File: src/rtl/prio_irq_pkg.sv
package prio_irq_pkg;

  localparam logic [1:0] ADDR_MODE = 2'd0;
  localparam logic [1:0] ADDR_MASK = 2'd1;
  localparam logic [1:0] ADDR_BASE = 2'd2;
  localparam logic [1:0] ADDR_EOI  = 2'd3;

  // One-cycle strobes from control to datapath
  typedef struct packed {
    logic wrMode;
    logic wrMask;
    logic wrBase;
    logic eoi;
    logic ack;
  } ctrlStrobe_t;

endpackage

File: src/rtl/prio_irq_ctl.sv
module prio_irq_ctl
  import prio_irq_pkg::*;
(
  input  logic        clk,
  input  logic        rst_n,
  input  logic        regWrEn,
  input  logic [1:0]  regAddr,
  input  logic        intAck,
  output ctrlStrobe_t strobe
);

  logic ackPrev;

  always_ff @(posedge clk) begin
    if (!rst_n) ackPrev <= 1'b0;
    else        ackPrev <= intAck;
  end

  always_comb begin
    strobe = '0;
    if (regWrEn) begin
      case (regAddr)
        ADDR_MODE: strobe.wrMode = 1'b1;
        ADDR_MASK: strobe.wrMask = 1'b1;
        ADDR_BASE: strobe.wrBase = 1'b1;
        default:   strobe.eoi    = 1'b1;
      endcase
    end
    strobe.ack = intAck & ~ackPrev;
  end

endmodule

File: src/rtl/prio_irq_dp.sv
module prio_irq_dp
  import prio_irq_pkg::*;
#(
  parameter int NUM_SRC = 8,
  parameter int VEC_W   = 8
) (
  input  logic               clk,
  input  logic               rst_n,
  input  ctrlStrobe_t        strobe,
  input  logic [NUM_SRC-1:0] irqReq,
  input  logic [VEC_W-1:0]   wrData,
  output logic               intReq,
  output logic [VEC_W-1:0]   vecOut,
  output logic               vecValid,
  output logic [NUM_SRC-1:0] isrVec,
  output logic [NUM_SRC-1:0] maskVec,
  output logic               modeRot
);

  localparam int IDX_W  = $clog2(NUM_SRC);
  localparam int BASE_W = VEC_W - IDX_W;

  logic               modeRotQ;
  logic [NUM_SRC-1:0] maskQ, isrQ, isrNext;
  logic [BASE_W-1:0]  baseQ;
  logic [IDX_W-1:0]   lowQ, effLow;
  logic [VEC_W-1:0]   vecQ;
  logic               vecValidQ;

  logic [NUM_SRC-1:0] pend, pendRot, isrRot;
  logic [IDX_W-1:0]   srcAt [NUM_SRC];
  logic               pendHit, isHit, eligible;
  logic [IDX_W-1:0]   pendRank, isRank, pendSrc, isSrc;

  assign effLow = modeRotQ ? lowQ : IDX_W'(NUM_SRC - 1);
  assign pend   = irqReq & ~maskQ;

  // Rank g maps to source (g + low + 1) mod NUM_SRC
  for (genvar g = 0; g < NUM_SRC; g++) begin : gRank
    assign srcAt[g]   = IDX_W'(g) + effLow + IDX_W'(1);
    assign pendRot[g] = pend[srcAt[g]];
    assign isrRot[g]  = isrQ[srcAt[g]];
  end

  always_comb begin
    pendHit  = 1'b0;
    pendRank = '0;
    isHit    = 1'b0;
    isRank   = '0;
    for (int k = NUM_SRC - 1; k >= 0; k--) begin
      if (pendRot[k]) begin
        pendHit  = 1'b1;
        pendRank = IDX_W'(k);
      end
      if (isrRot[k]) begin
        isHit  = 1'b1;
        isRank = IDX_W'(k);
      end
    end
  end

  assign pendSrc  = srcAt[pendRank];
  assign isSrc    = srcAt[isRank];
  assign eligible = pendHit && (!isHit || (pendRank < isRank));

  always_comb begin
    isrNext = isrQ;
    if (strobe.eoi && isHit)      isrNext[isSrc]   = 1'b0;
    if (strobe.ack && eligible)   isrNext[pendSrc] = 1'b1;
  end

  always_ff @(posedge clk) begin
    if (!rst_n) begin
      modeRotQ  <= 1'b0;
      maskQ     <= '0;
      baseQ     <= '0;
      isrQ      <= '0;
      lowQ      <= IDX_W'(NUM_SRC - 1);
      vecQ      <= '0;
      vecValidQ <= 1'b0;
    end else begin
      vecValidQ <= 1'b0;
      if (strobe.wrMode) modeRotQ <= wrData[0];
      if (strobe.wrMask) maskQ    <= wrData[NUM_SRC-1:0];
      if (strobe.wrBase) baseQ    <= wrData[BASE_W-1:0];
      if (strobe.ack && eligible) begin
        vecQ      <= {baseQ, pendSrc};
        vecValidQ <= 1'b1;
      end
      if (strobe.eoi && isHit && modeRotQ) lowQ <= isSrc;
      isrQ <= isrNext;
    end
  end

  assign intReq   = eligible;
  assign vecOut   = vecQ;
  assign vecValid = vecValidQ;
  assign isrVec   = isrQ;
  assign maskVec  = maskQ;
  assign modeRot  = modeRotQ;

endmodule

File: src/rtl/prio_irq_ctrl.sv
module prio_irq_ctrl
  import prio_irq_pkg::*;
#(
  parameter int NUM_SRC = 8,
  parameter int VEC_W   = 8
) (
  input  logic               clk,
  input  logic               rst_n,
  input  logic [NUM_SRC-1:0] irqReq,
  input  logic               intAck,
  input  logic               regWrEn,
  input  logic [1:0]         regAddr,
  input  logic [VEC_W-1:0]   regWrData,
  output logic               intReq,
  output logic [VEC_W-1:0]   vecOut,
  output logic               vecValid
);

  ctrlStrobe_t        strobe;
  logic [NUM_SRC-1:0] isrVec;
  logic [NUM_SRC-1:0] maskVec;
  logic               modeRot;

  prio_irq_ctl u_ctl (
    .clk     (clk),
    .rst_n   (rst_n),
    .regWrEn (regWrEn),
    .regAddr (regAddr),
    .intAck  (intAck),
    .strobe  (strobe)
  );

  prio_irq_dp #(.NUM_SRC(NUM_SRC), .VEC_W(VEC_W)) u_dp (
    .clk      (clk),
    .rst_n    (rst_n),
    .strobe   (strobe),
    .irqReq   (irqReq),
    .wrData   (regWrData),
    .intReq   (intReq),
    .vecOut   (vecOut),
    .vecValid (vecValid),
    .isrVec   (isrVec),
    .maskVec  (maskVec),
    .modeRot  (modeRot)
  );

endmodule

File: config.mk
export PLATFORM = sky130hd
export DESIGN_NAME = prio_irq_ctrl
export DESIGN_NICKNAME = d
export VERILOG_FILES = /design/src/rtl/prio_irq_pkg.sv /design/src/rtl/prio_irq_ctl.sv /design/src/rtl/prio_irq_dp.sv /design/src/rtl/prio_irq_ctrl.sv
export SDC_FILE = /design/constraint.sdc
export NUM_CORES = 1
export LEC_CHECK = 0
export BUFFER_PORTS_ARGS = -buffer_cell sky130_fd_sc_hd__buf_2
export CORE_AREA = 8 8 93 95
export DETAILED_ROUTE_END_ITERATION = 16
export DIE_AREA = 0 0 101 103
export PLACE_DENSITY = 0.62
export SETUP_SLACK_MARGIN = 0.4
export SYNTH_ARGS = -nofsm -noshare
export SYNTH_HDL_FRONTEND = slang
export SYNTH_SLANG_ARGS = --single-unit
File: constraint.sdc
create_clock -name clk -period 13.17 [get_ports clk]
set_input_delay 1.9755 -clock clk [delete_from_list [all_inputs] [get_ports clk]]
set_output_delay 1.9755 -clock clk [all_outputs]
set_load 0.01 [all_outputs]
==> impl_metrics.toml <==
[yosys]
synth_top_family_by_area = "multiplexers"
ys_seq_area_frac = 0.224
syn_area_per_cell_um2 = 9.84
synth_compound_area_frac = 0.191
synth_fa_ha_area_frac = 0.0120
synthArstFlopShare = 0
synth_area_um2 = 3130
ys_top_cells_by_area = "dfxtp_1, mux4_2, mux2i_1"
ys_ff_latch = 35
synthMuxAreaShare = 0.329
yosysWarnings = 0
synth.largest_area_cell = "dfxtp_1"
synth-edff-count = 0
synth_cells = 318
synth_flop_cell = "dfxtp_1"
synth_cell_types = 69
synth-simple-area-share = 0.183
synth-xor-area-share = 0.0264
synth.top_cell.area_share = 0.224
synth_nets = 343

[power_and_ir_drop]
ir_drop_uv = 49.4
power_density_nw_per_um2 = 85.1
p_leak_uw = 0.00139
power.total_uw = 292

[placed_design]
dp.cells = 433
place_congestion = 0.932
placed_area_um2 = 3320
io_buffers = 31
dpl.hpwl_um = 6730

[sta]
rsz0062_at_grt = "false"
clock_skew_ps = 9.79
drv_slew = 0
setup_tns_ps = 0
worst_slew_pin_slew_ps = 1160
finalCritPeriodShare = 0.539
hold_violations = 0
maxSlewHeadroom = 0.221
fin_crit_ps = 7100
timing.fmax_ghz = 0.141
setup_violations = 0

[cts]
ctsResizeCount = 0
clk_latency_ps = 290
clkSinkCount = 35
cts_tree = "done"
clockRootBuffer = "clkbuf_8"
numCtsBuffers = 5
path_clk_slew_ps = 80
clockBufferDepth = 2
htreeDepth = 2
post-cts-setup-buffers = 0
holdBufCountCts = 0

[setup_path]
crit_required_ps = 11190
crit_path_max_fanout = 19
crit_arrival_ps = 5120
r2r_start = "u_dp.modeRot$_SDFFE_PN0P_"
rr_endpoint = "u_dp.isrVec[3]$_SDFF_PN0_"
r2r_slack_ps = 7430
crit_path_start_kind = "flop"
cp-end-kind = "primary output"
path_class = "flop to primary output"
r2r_cells = 13

[grt]
grt_max_degree = 24
grt_first_pass_wirelength_um = 14000
antenna_found_initial = 0
grt_pass1_vias = 2723
grt_overflow_total = 0
grt.total_usage = 0.171

[routing]
ant_nets = 0
dr_total_vias = 2751
wire_per_inst_um = 19.3
drt-vias-per-instance = 6.24
drt_iter0_markers = 201
drtPass1Iterations = 5
drc = 0
drt_wl_total_um = 8520

[final_layout]
drive_above_1_share = 0.231
nets = 366
area_growth_pct = 9.71
final_area_um2 = 3430
regArea_um2 = 701
fill_cells = 679
antennaDiodeCount = 0
multi_input_area_um2 = 2320
layout.cells.non_filler = 441

[hold_path]
min_path_cells = 2
hp-class = "flop to flop"
holdPathEnd = "u_dp.vecOut[5]$_SDFFE_PN0N_"
hp-start = "u_dp.baseQ[2]$_SDFFE_PN0P_"

[floorplanning]
ios = 32
core-area_um2 = 7140
die_x_um = 101
placementRows = 31
start_util = 0.439
die_h_um = 103
die_area_um2 = 10400

[run]
maxCapViolations = 0

[outcome]
outcome = "completed"
synthesized netlist by cell type (2+ instances only):
master	n
a211oi_1	5
a21o_1	2
a21oi_1	8
a31o_1	4
a31oi_1	3
a41oi_1	4
and2_1	2
and3_1	5
and4_1	2
buf_4	2
buf_6	3
clkbuf_1	8
dfxtp_1	35
ha_1	3
inv_1	4
mux2_2	5
mux2i_1	44
mux4_2	23
nand2_1	17
nand2b_1	10
nand3_1	6
nand3b_1	3
nand4_1	4
nor2_1	29
nor2b_1	10
nor3_1	5
o211a_1	2
o211ai_1	4
o21a_1	4
o21ai_0	9
o21ai_1	3
o311a_1	2
o31a_1	2
o31ai_1	2
o32ai_1	4
or3_1	4
xnor2_1	3
xor2_1	2
how the worst max path moves through the flow:
| stage | from | end | slack [ps] | cells past startpoint |
|---|---|---|---|---|
| 2_1_floorplan | irqReq[2] | intReq | 7080 | 10 |
| 3_3_place_gp | u_dp.modeRot$_SDFFE_PN0P_ | intReq | 6540 | 12 |
| 3_5_place_dp | u_dp.modeRot$_SDFFE_PN0P_ | intReq | 6350 | 12 |
| 4_1_cts | u_dp.modeRot$_SDFFE_PN0P_ | intReq | 6030 | 12 |
| 5_1_grt | u_dp.modeRot$_SDFFE_PN0P_ | intReq | 5690 | 12 |
| 6_report | u_dp.modeRot$_SDFFE_PN0P_ | intReq | 6070 | 12 |
through the flow:
| step | util | setup WS [ps] | hold slack (ps) |
|---|---|---|---|
| 6_report | 0.481 | 6070 | 500 |
| 5_1_grt | 0.481 | 5690 | 538 |
| 4_1_cts | 0.481 | 6030 | 499 |
| 3_5_place_dp | 0.465 | 6350 | 480 |
| 3_3_place_gp | 0.465 | 6540 | 474 |
| 2_1_floorplan | - | 7080 | 463 |
critical path, cell delays in order, from the launching register on:
cell	delay, ps
dfxtp_1	430
nor2b_2	970
inv_6	230
ha_1	360
xor2_1	600
mux4_2	650
nand4bb_1	190
or3b_1	430
ha_1	310
o211a_1	130
o21a_1	160
a221oi_1	200
buf_2	170
layout make-up:
type	instances	share of cell area
Inverter	5	0.00692
Multi-Input combinational cell	263	0.675
Clock buffer	5	0.0200
Clock inverter	3	0.0128
Timing Repair Buffer	31	0.0452
Tap cell	99	0.0361
Sequential cell	35	0.204
registers in the layout, summed over array words and instances (netlist names):
signal and flops:
u_dp.modeRot 1, u_dp.maskVec 8, u_dp.vecOut 8, u_dp.baseQ 5
u_dp.lowQ 3, u_dp.vecValid 1, u_ctl.ackPrev 1, u_dp.isrVec 8
placed cells by master (no fill, tap or decap), types with 3 or more instances in the layout:
master	Yosys	routed
nand2_1	17	17
mux2i_1	44	44
inv_1	4	4
o21ai_0	9	9
ha_1	3	3
nor2_1	29	29
a211oi_1	5	5
dfxtp_1	35	35
nand4_1	4	4
or3_1	4	4
nand3b_1	3	3
nor2b_1	10	10
buf_2	1	31
clkbuf_8	0	5
a41oi_1	4	4
mux4_2	23	23
xnor2_1	3	3
o211ai_1	4	4
and3_1	5	5
o21a_1	4	4
a31oi_1	3	3
nand2b_1	10	10
o32ai_1	4	4
o21ai_1	3	3
a21oi_1	8	8
mux2_2	5	5
a31o_1	4	4
nand3_1	6	6
nor3_1	5	5
power breakdown:
part	internal, uW	total (uW)	leakage [uW]	switching [uW]
clock network	56.3	98.0	0.0000581	41.6
logic	32.1	80.3	0.00105	48.3
registers	110	114	0.000284	3.62
total	199	292	0.00139	93.5
per-layer routing:
layer  GRT usage  wire [um]  part of all wire
met5           0          0                 0
met4      0.0687        221             0.026
met3      0.0432        675             0.079
met2       0.267       3710              0.44
met1       0.221       3910              0.46
cell families after synthesis:
| kind of cell | Yosys count |
|---|---|
| AND/OR/NAND/NOR | 105 |
| AO/OA/AOI/OAI | 75 |
| multiplexers | 73 |
| flip-flops | 35 |
| buffers and inverters | 20 |
| XOR/XNOR | 7 |
| adder cells (fa/ha/maj) | 3 |
Note: power is estimated with default switching activity, not from simulation.
